[src/rtl/asc_pkg.sv]
package asc_pkg;

  typedef enum logic [2:0] {
    PH_IDLE,
    PH_START,
    PH_DATA,
    PH_PAR,
    PH_STOP
  } phase_e;

  typedef struct packed {
    logic [3:0] len;
    logic       par_en;
    logic       par_even;
    logic [1:0] stop_code;
  } fmt_t;

  // 00=8, 01=7, 10=6, 11=5
  function automatic logic [3:0] len_of(input logic [1:0] code);
    return 4'd8 - {2'b00, code};
  endfunction

endpackage

[src/rtl/asc_cfg_decode.sv]
module asc_cfg_decode
  import asc_pkg::*;
#(
  parameter int CFG_W = 8
) (
  input  logic [CFG_W-1:0] rx_cfg_i,
  input  logic [CFG_W-1:0] mode_cfg_i,
  input  logic [CFG_W-1:0] tx_cfg_i,
  output fmt_t             rx_fmt_o,
  output fmt_t             tx_fmt_o,
  output logic             rx_en_o,
  output logic             tx_en_o,
  output logic             rts_o
);
  logic async_ok;

  assign async_ok = (mode_cfg_i[3:2] != 2'b00);

  always_comb begin
    rx_fmt_o.len       = len_of(rx_cfg_i[7:6]);
    rx_fmt_o.par_en    = mode_cfg_i[0];
    rx_fmt_o.par_even  = mode_cfg_i[1];
    rx_fmt_o.stop_code = mode_cfg_i[3:2];
    tx_fmt_o.len       = len_of(tx_cfg_i[6:5]);
    tx_fmt_o.par_en    = mode_cfg_i[0];
    tx_fmt_o.par_even  = mode_cfg_i[1];
    tx_fmt_o.stop_code = mode_cfg_i[3:2];
  end

  assign rx_en_o = rx_cfg_i[0] & async_ok;
  assign tx_en_o = tx_cfg_i[3] & async_ok;
  assign rts_o   = tx_cfg_i[1];

endmodule

[src/rtl/asc_sync.sv]
module asc_sync #(
  parameter int STAGES = 2
) (
  input  logic clk_i,
  input  logic rst_ni,
  input  logic d_i,
  output logic q_o
);
  logic [STAGES-1:0] chain_q;

  generate
    for (genvar s = 0; s < STAGES; s++) begin : g_stage
      always_ff @(posedge clk_i or negedge rst_ni) begin
        if (!rst_ni) chain_q[s] <= 1'b1;
        else if (s == 0) chain_q[s] <= d_i;
        else chain_q[s] <= chain_q[(s == 0) ? 0 : s-1];
      end
    end
  endgenerate

  assign q_o = chain_q[STAGES-1];

endmodule

[src/rtl/asc_tx.sv]
module asc_tx
  import asc_pkg::*;
#(
  parameter int DATA_W = 8,
  parameter int OS     = 16
) (
  input  logic              clk_i,
  input  logic              rst_ni,
  input  logic              tick_i,
  input  logic              en_i,
  input  fmt_t              fmt_i,
  input  logic              wr_i,
  input  logic [DATA_W-1:0] data_i,
  output logic              empty_o,
  output logic              txd_o
);
  localparam int CW = $clog2(2*OS) + 1;
  localparam int BW = $clog2(DATA_W) + 1;

  phase_e            ph_q;
  logic [CW-1:0]     cnt_q;
  logic [BW-1:0]     bit_q;
  logic [DATA_W-1:0] buf_q, sh_q;
  logic              full_q, par_q;
  fmt_t              fmt_q;

  logic [CW-1:0]     stop_last;
  logic              bit_end, load;
  logic [DATA_W-1:0] masked;
  logic              par_in;

  always_comb begin
    case (fmt_q.stop_code)
      2'b10:   stop_last = CW'(OS + OS/2 - 1);
      2'b11:   stop_last = CW'(2*OS - 1);
      default: stop_last = CW'(OS - 1);
    endcase
  end

  assign bit_end = (cnt_q == CW'(OS - 1));
  assign masked  = buf_q & ({DATA_W{1'b1}} >> (DATA_W - int'(fmt_i.len)));
  assign par_in  = fmt_i.par_even ? ^masked : ~^masked;
  // next frame may start on the very tick the previous stop time ends
  assign load    = tick_i && full_q && en_i &&
                   (ph_q == PH_IDLE || (ph_q == PH_STOP && cnt_q == stop_last));

  always_ff @(posedge clk_i or negedge rst_ni) begin
    if (!rst_ni) begin
      ph_q   <= PH_IDLE;
      cnt_q  <= '0;
      bit_q  <= '0;
      buf_q  <= '0;
      sh_q   <= '0;
      full_q <= 1'b0;
      par_q  <= 1'b0;
      fmt_q  <= '0;
    end else begin
      if (wr_i && !full_q) begin
        buf_q  <= data_i;
        full_q <= 1'b1;
      end
      if (load) begin
        full_q <= 1'b0;
        sh_q   <= buf_q;
        fmt_q  <= fmt_i;
        par_q  <= par_in;
        ph_q   <= PH_START;
        cnt_q  <= '0;
      end else if (tick_i) begin
        case (ph_q)
          PH_START: begin
            if (bit_end) begin
              ph_q  <= PH_DATA;
              cnt_q <= '0;
              bit_q <= '0;
            end else cnt_q <= cnt_q + 1'b1;
          end
          PH_DATA: begin
            if (bit_end) begin
              cnt_q <= '0;
              sh_q  <= sh_q >> 1;
              if (bit_q == BW'(fmt_q.len) - 1'b1)
                ph_q <= fmt_q.par_en ? PH_PAR : PH_STOP;
              else bit_q <= bit_q + 1'b1;
            end else cnt_q <= cnt_q + 1'b1;
          end
          PH_PAR: begin
            if (bit_end) begin
              ph_q  <= PH_STOP;
              cnt_q <= '0;
            end else cnt_q <= cnt_q + 1'b1;
          end
          PH_STOP: begin
            if (cnt_q == stop_last) begin
              ph_q  <= PH_IDLE;
              cnt_q <= '0;
            end else cnt_q <= cnt_q + 1'b1;
          end
          default: ph_q <= PH_IDLE;
        endcase
      end
    end
  end

  always_comb begin
    case (ph_q)
      PH_START: txd_o = 1'b0;
      PH_DATA:  txd_o = sh_q[0];
      PH_PAR:   txd_o = par_q;
      default:  txd_o = 1'b1;
    endcase
  end

  assign empty_o = !full_q;

endmodule

[src/rtl/asc_rx.sv]
module asc_rx
  import asc_pkg::*;
#(
  parameter int DATA_W = 8,
  parameter int OS     = 16
) (
  input  logic              clk_i,
  input  logic              rst_ni,
  input  logic              tick_i,
  input  logic              en_i,
  input  fmt_t              fmt_i,
  input  logic              rxd_i,
  output logic              dlv_o,
  output logic [DATA_W-1:0] data_o,
  output logic              perr_o,
  output logic              ferr_o
);
  localparam int CW = $clog2(OS) + 1;
  localparam int BW = $clog2(DATA_W) + 1;

  phase_e            ph_q;
  logic [CW-1:0]     cnt_q;
  logic [BW-1:0]     bit_q;
  logic [DATA_W-1:0] sh_q;
  logic              par_q;
  fmt_t              fmt_q;

  logic              bit_end, mid_start;
  logic [DATA_W-1:0] aligned;
  logic              par_exp;

  assign bit_end   = (cnt_q == CW'(OS - 1));
  assign mid_start = (cnt_q == CW'(OS/2 - 1));
  assign aligned   = sh_q >> (DATA_W - int'(fmt_q.len));
  assign par_exp   = fmt_q.par_even ? ^aligned : ~^aligned;

  always_ff @(posedge clk_i or negedge rst_ni) begin
    if (!rst_ni) begin
      ph_q   <= PH_IDLE;
      cnt_q  <= '0;
      bit_q  <= '0;
      sh_q   <= '0;
      par_q  <= 1'b0;
      fmt_q  <= '0;
      dlv_o  <= 1'b0;
      data_o <= '0;
      perr_o <= 1'b0;
      ferr_o <= 1'b0;
    end else begin
      dlv_o <= 1'b0;
      if (!en_i) begin
        ph_q  <= PH_IDLE;
        cnt_q <= '0;
      end else if (tick_i) begin
        case (ph_q)
          PH_IDLE: begin
            if (!rxd_i) begin
              ph_q  <= PH_START;
              cnt_q <= '0;
              fmt_q <= fmt_i;
            end
          end
          PH_START: begin
            if (mid_start) begin
              ph_q  <= rxd_i ? PH_IDLE : PH_DATA;
              cnt_q <= '0;
              bit_q <= '0;
            end else cnt_q <= cnt_q + 1'b1;
          end
          PH_DATA: begin
            if (bit_end) begin
              cnt_q <= '0;
              sh_q  <= {rxd_i, sh_q[DATA_W-1:1]};
              if (bit_q == BW'(fmt_q.len) - 1'b1)
                ph_q <= fmt_q.par_en ? PH_PAR : PH_STOP;
              else bit_q <= bit_q + 1'b1;
            end else cnt_q <= cnt_q + 1'b1;
          end
          PH_PAR: begin
            if (bit_end) begin
              par_q <= rxd_i;
              ph_q  <= PH_STOP;
              cnt_q <= '0;
            end else cnt_q <= cnt_q + 1'b1;
          end
          PH_STOP: begin
            if (bit_end) begin
              dlv_o  <= 1'b1;
              data_o <= aligned;
              perr_o <= fmt_q.par_en && (par_q != par_exp);
              ferr_o <= !rxd_i;
              ph_q   <= PH_IDLE;
              cnt_q  <= '0;
            end else cnt_q <= cnt_q + 1'b1;
          end
          default: ph_q <= PH_IDLE;
        endcase
      end
    end
  end

endmodule

[src/rtl/async_serial_chan.sv]
module async_serial_chan
  import asc_pkg::*;
#(
  parameter int DATA_W      = 8,
  parameter int OS          = 16,
  parameter int SYNC_STAGES = 2
) (
  input  logic              clk_i,
  input  logic              rst_ni,
  input  logic              tick16_i,
  input  logic [7:0]        rx_cfg_i,
  input  logic [7:0]        mode_cfg_i,
  input  logic [7:0]        tx_cfg_i,
  input  logic              tx_wr_i,
  input  logic [DATA_W-1:0] tx_data_i,
  input  logic              rx_rd_i,
  output logic [DATA_W-1:0] rx_data_o,
  output logic [7:0]        status_o,
  output logic              overrun_o,
  output logic              parity_err_o,
  output logic              frame_err_o,
  output logic              rts_o,
  input  logic              rxd_i,
  output logic              txd_o
);
  localparam int ST_AVAIL = 0;
  localparam int ST_EMPTY = 2;

  fmt_t              rx_fmt, tx_fmt;
  logic              rx_en, tx_en, tx_empty, rxd_s;
  logic              dlv, d_perr, d_ferr;
  logic [DATA_W-1:0] d_data;

  logic [DATA_W-1:0] rx_buf_q;
  logic              avail_q, ovr_q, perr_q, ferr_q;

  asc_cfg_decode #(.CFG_W(8)) i_cfg (
    .rx_cfg_i   (rx_cfg_i),
    .mode_cfg_i (mode_cfg_i),
    .tx_cfg_i   (tx_cfg_i),
    .rx_fmt_o   (rx_fmt),
    .tx_fmt_o   (tx_fmt),
    .rx_en_o    (rx_en),
    .tx_en_o    (tx_en),
    .rts_o      (rts_o)
  );

  asc_sync #(.STAGES(SYNC_STAGES)) i_sync (
    .clk_i  (clk_i),
    .rst_ni (rst_ni),
    .d_i    (rxd_i),
    .q_o    (rxd_s)
  );

  asc_tx #(.DATA_W(DATA_W), .OS(OS)) i_tx (
    .clk_i   (clk_i),
    .rst_ni  (rst_ni),
    .tick_i  (tick16_i),
    .en_i    (tx_en),
    .fmt_i   (tx_fmt),
    .wr_i    (tx_wr_i),
    .data_i  (tx_data_i),
    .empty_o (tx_empty),
    .txd_o   (txd_o)
  );

  asc_rx #(.DATA_W(DATA_W), .OS(OS)) i_rx (
    .clk_i  (clk_i),
    .rst_ni (rst_ni),
    .tick_i (tick16_i),
    .en_i   (rx_en),
    .fmt_i  (rx_fmt),
    .rxd_i  (rxd_s),
    .dlv_o  (dlv),
    .data_o (d_data),
    .perr_o (d_perr),
    .ferr_o (d_ferr)
  );

  always_ff @(posedge clk_i or negedge rst_ni) begin
    if (!rst_ni) begin
      rx_buf_q <= '0;
      avail_q  <= 1'b0;
      ovr_q    <= 1'b0;
      perr_q   <= 1'b0;
      ferr_q   <= 1'b0;
    end else begin
      if (rx_rd_i) begin
        avail_q <= 1'b0;
        ovr_q   <= 1'b0;
      end
      if (dlv) begin
        rx_buf_q <= d_data;
        avail_q  <= 1'b1;
        perr_q   <= d_perr;
        ferr_q   <= d_ferr;
        if (avail_q && !rx_rd_i) ovr_q <= 1'b1;
      end
    end
  end

  always_comb begin
    status_o           = '0;
    status_o[ST_EMPTY] = tx_empty;
    status_o[ST_AVAIL] = avail_q;
  end

  assign rx_data_o    = rx_buf_q;
  assign overrun_o    = ovr_q;
  assign parity_err_o = perr_q;
  assign frame_err_o  = ferr_q;

endmodule

[config.mk]
export PLATFORM = sky130hd
export DESIGN_NAME = async_serial_chan
export DESIGN_NICKNAME = d
export VERILOG_FILES = /design/src/rtl/asc_pkg.sv /design/src/rtl/asc_cfg_decode.sv /design/src/rtl/asc_sync.sv /design/src/rtl/asc_tx.sv /design/src/rtl/asc_rx.sv /design/src/rtl/async_serial_chan.sv
export SDC_FILE = /design/constraint.sdc
export NUM_CORES = 1
export LEC_CHECK = 0
export BUFFER_PORTS_ARGS = -buffer_cell sky130_fd_sc_hd__buf_4
export CELL_PAD_IN_SITES_DETAIL_PLACEMENT = 0
export CELL_PAD_IN_SITES_GLOBAL_PLACEMENT = 1
export CORE_MARGIN = 3
export CORE_UTILIZATION = 45
export DETAILED_ROUTE_END_ITERATION = 7
export PLACE_DENSITY = 0.77
export SLEW_MARGIN = 30
export SYNTH_ARGS = -nofsm -noshare
export SYNTH_HDL_FRONTEND = slang
export SYNTH_SLANG_ARGS = --single-unit
[constraint.sdc]
create_clock -name clk_i -period 6.6 [get_ports clk_i]
set_input_delay 1.32 -clock clk_i [delete_from_list [all_inputs] [get_ports clk_i]]
set_output_delay 1.32 -clock clk_i [all_outputs]
set_load 0.03 [all_outputs]
==> metrics.md <==
| Metric | Value |
|---|---|
| Average size of a mapped cell | `9.80 um^2` |
| Detailed Routing Iterations Pass 1 | `4` |
| Netlist cell types | `68` |
| Register area | `2250 um^2` |
| Die ar. | `12500 um^2` |
| I/O pins | `about 60` |
| CTS tree | `done` |
| Status | `finished clean` |
| Worst Setup Slack, final | `3480 ps` |
| Congestion Overflow GR | `0` |
| Resized cells post-CTS | `0` |
| Worst Setup Start Kind | `register` |
| Fmax | `0.321 GHz` |
| Yosys Warn Count | `0` |
| CP Data Required Time | `5280 ps` |
| Initial core utilization | `47.5%` |
| Gate Count Post-Synth | `514` |
| Antenna violations before repair | `0` |
| Crit. End Element | `primary output` |
| Leakage | `2.48 nW` |
| Die height | `112 um` |
| Max clock buf depth | `2` |
| Pre-CTS setup slack | `3280 ps` |
| Via count | `3721` |
| Critical path type | `reg -> out` |
| Skew-Pair Late Insertion Delay | `360 ps` |
| Period utilization | `between 40% and 50%` |
| Mapped cell area | `5040 um^2` |
| Pin count of the biggest net entering global routing | `50` |
| RSZ-0062 raised after global routing | `false` |
| Setup Buffers After CTS | `0` |
| NumNets Final | `590` |
| Cell Rows | `37` |
| Layout cells sized above 1 | `19.4%` |
| Clock transition at the registers of the reported paths | `90 ps` |
| TritonCTS buffer count | `9` |
| Clock Skew | `between 7 and 8 ps` |
| Dominant register cell in the synthesized netlist | `dfrtp_1` |
| Final hold vios | `0` |
| Routed WL per cell | `14.9 um` |
| Antenna viol nets, final | `0` |
| Detailed Place HPWL | `around 7400 um` |
| Total core area | `10600 um^2` |
| Worst slew pin tran | `680 ps` |
| Largest cells by area after synthesis | `dfrtp_1 44%, mux2_2 7.8%, o21ai_0 4.3%` |
| WL final | `roughly 10000 um` |
| DRC | `0` |
| GRT Util Overall | `16.8%` |
| HP Class | `reg -> reg` |
| Crit path DAT | `1800 ps` |
| Yosys top cell by area | `dfrtp_1` |
| Async S/R FF share, synth | `100%` |
| Port bufs | `37` |
| CTS root buf | `clkbuf_8` |
| Vias per std cell | `5.46` |
| Setup TNS | `0 ps` |
| Layout area overhead | `10.2%` |
| Antenna cell count | `0` |
| Final setup viols | `0` |
| Flops & latches, synth | `90` |
| Fill cell total of the finished layout | `966` |
| Max-cap check violation count | `0` |
| Post-synth EDFFs | `0` |
| Final Max Slew Viols | `0` |
| GPL Wtd Cong | `0.853` |
| PwrDens | `312 nW/um^2` |
| First-pass GRT wire length | `17300 um` |
| CTS Hold Bufs | `0` |
| Area of the multi-input gates | `between 2000 and 3000 um^2` |
| Sequential-to-total area share from yosys stat | `44.8%` |
| Die W | `about 110 um` |
| H-tree depth | `3` |
| DRT iter0 DRCs | `262` |
| R2R setup slack | `3640 ps` |
| Vias in the first global route | `3523` |
| Area share of the largest cell type after synthesis | `43.7%` |
| Max VDD drop | `0.183 mV` |
| Rel. slew slack | `between 50 and 60%` |
| Crit path max fanout | `9` |
| Tmin final | `roughly 3100 ps` |
| Clock sinks | `90` |
==> cell usage in the layout (no fill, tap or decap), drive strengths merged, types with 10 or more instances in the layout <==
cell type and instances:
a21oi 19, buf 39, clkbuf 10, dfrtp 88, ha 12, inv 28
mux2 35, mux2i 15, nand2 54, nand2b 15, nand3 19, nor2 27
o21ai 52, xnor2 17
==> logic make-up after synthesis <==
group | after synthesis | synth area share, %
XOR/XNOR | 26 | 4.79
AND/OR/NAND/NOR | 160 | 15.8
flip-flops | 90 | 44.8
buffers and inverters | 55 | 5.04
adder cells (fa/ha/maj) | 12 | 2.98
AO/OA/AOI/OAI | 120 | 15.7
other | 1 | 0.0745
multiplexers | 50 | 10.8
==> metrics by stage <==
| step | hold slack [ps] | util, % | instance area [um^2] | std cells | total power, mW |
|---|---|---|---|---|---|
| 2_1_floorplan | 345 | - | 5050 | 519 | 1.25 |
| 3_3_place_gp | 347 | 50.6 | 5360 | 665 | 1.37 |
| 3_5_place_dp | 347 | 50.6 | 5360 | 665 | 1.39 |
| 4_1_cts | 366 | 52.4 | 5550 | 681 | 1.75 |
| 5_1_grt | 373 | 52.4 | 5550 | 681 | 1.87 |
| 6_report | 367 | 52.4 | 5550 | 681 | 1.73 |
==> routing by layer <==
metal	track usage, %	routed length, um	vias up
met5	0	0	-
met4	6.16	170	0
met3	2.93	386	10
met2	25.8	4640	57
met1	23.8	4930	1801
li1	-	-	1853
==> flip-flops by register name, summed over array words and instances, names as in the netlist, 5 cells and up <==
register and cells:
i_tx.buf_q 8, i_tx.sh_q 8, i_rx.sh_q 8, i_rx.cnt_q 5, i_tx.cnt_q 6, i_rx.fmt_q 6
i_tx.fmt_q 7, rx_data_o 8, i_rx.data_o 8
==> critical path, stage by stage, from the launching register on <==
cell	delay (ps)
dfrtp_1	520
inv_1	170
nor2_1	160
a22oi_1	110
or2_2	300
buf_4	170
==> cells in the mapped netlist, types with 3 or more instances <==
cell / instances
dfrtp_1: 88
nand2_1: 54
o21ai_0: 43
mux2_2: 35
nor2_1: 27
inv_1: 26
a21oi_1: 19
nand3_1: 18
xnor2_1: 17
mux2i_1: 15
nand2b_1: 15
clkbuf_1: 13
ha_1: 12
buf_4: 9
nor3_1: 8
o21ai_1: 8
xor2_1: 8
o31ai_1: 6
a211oi_1: 5
a21o_1: 5
buf_2: 5
nor2b_1: 5
and2_1: 4
or2_2: 4
a22o_1: 3
nand4_1: 3
nor3b_1: 3
nor4_1: 3
o21a_1: 3
o22ai_1: 3
or3_1: 3
==> report_power, final <==
group          internal, mW  switching [mW]  total (mW)
combinational         0.277           0.305       0.582
sequential            0.664           0.129       0.793
clock                 0.150           0.207       0.357
==> final timing paths <==
| kind | end | from | cells after the start |
|---|---|---|---|
| min in group asynchronous | i_rx.sh_q[1] | rst_ni | 1 |
| worst min register to register | i_sync.q_o | i_sync.chain_q[0] | 0 |
| max in group asynchronous | i_tx.sh_q[3] | rst_ni | 2 |
| worst min-delay path | i_sync.q_o | i_sync.chain_q[0] | 0 |
| worst max register to register | i_rx.perr_o | i_rx.fmt_q[4] | 9 |
| worst max-delay path | txd_o | i_tx.ph_q[1] | 5 |
==> layout make-up <==
class / instances / share of cell area [%]
Clock buffer: 10 / 2.48
Clock inverter: 6 / 0.879
Inverter: 26 / 1.76
Multi-Input combinational cell: 374 / 45.9
Sequential cell: 90 / 40.6
Tap cell: 136 / 3.07
Timing Repair Buffer: 39 / 5.28
Note: power is estimated with default switching activity, not from simulation.
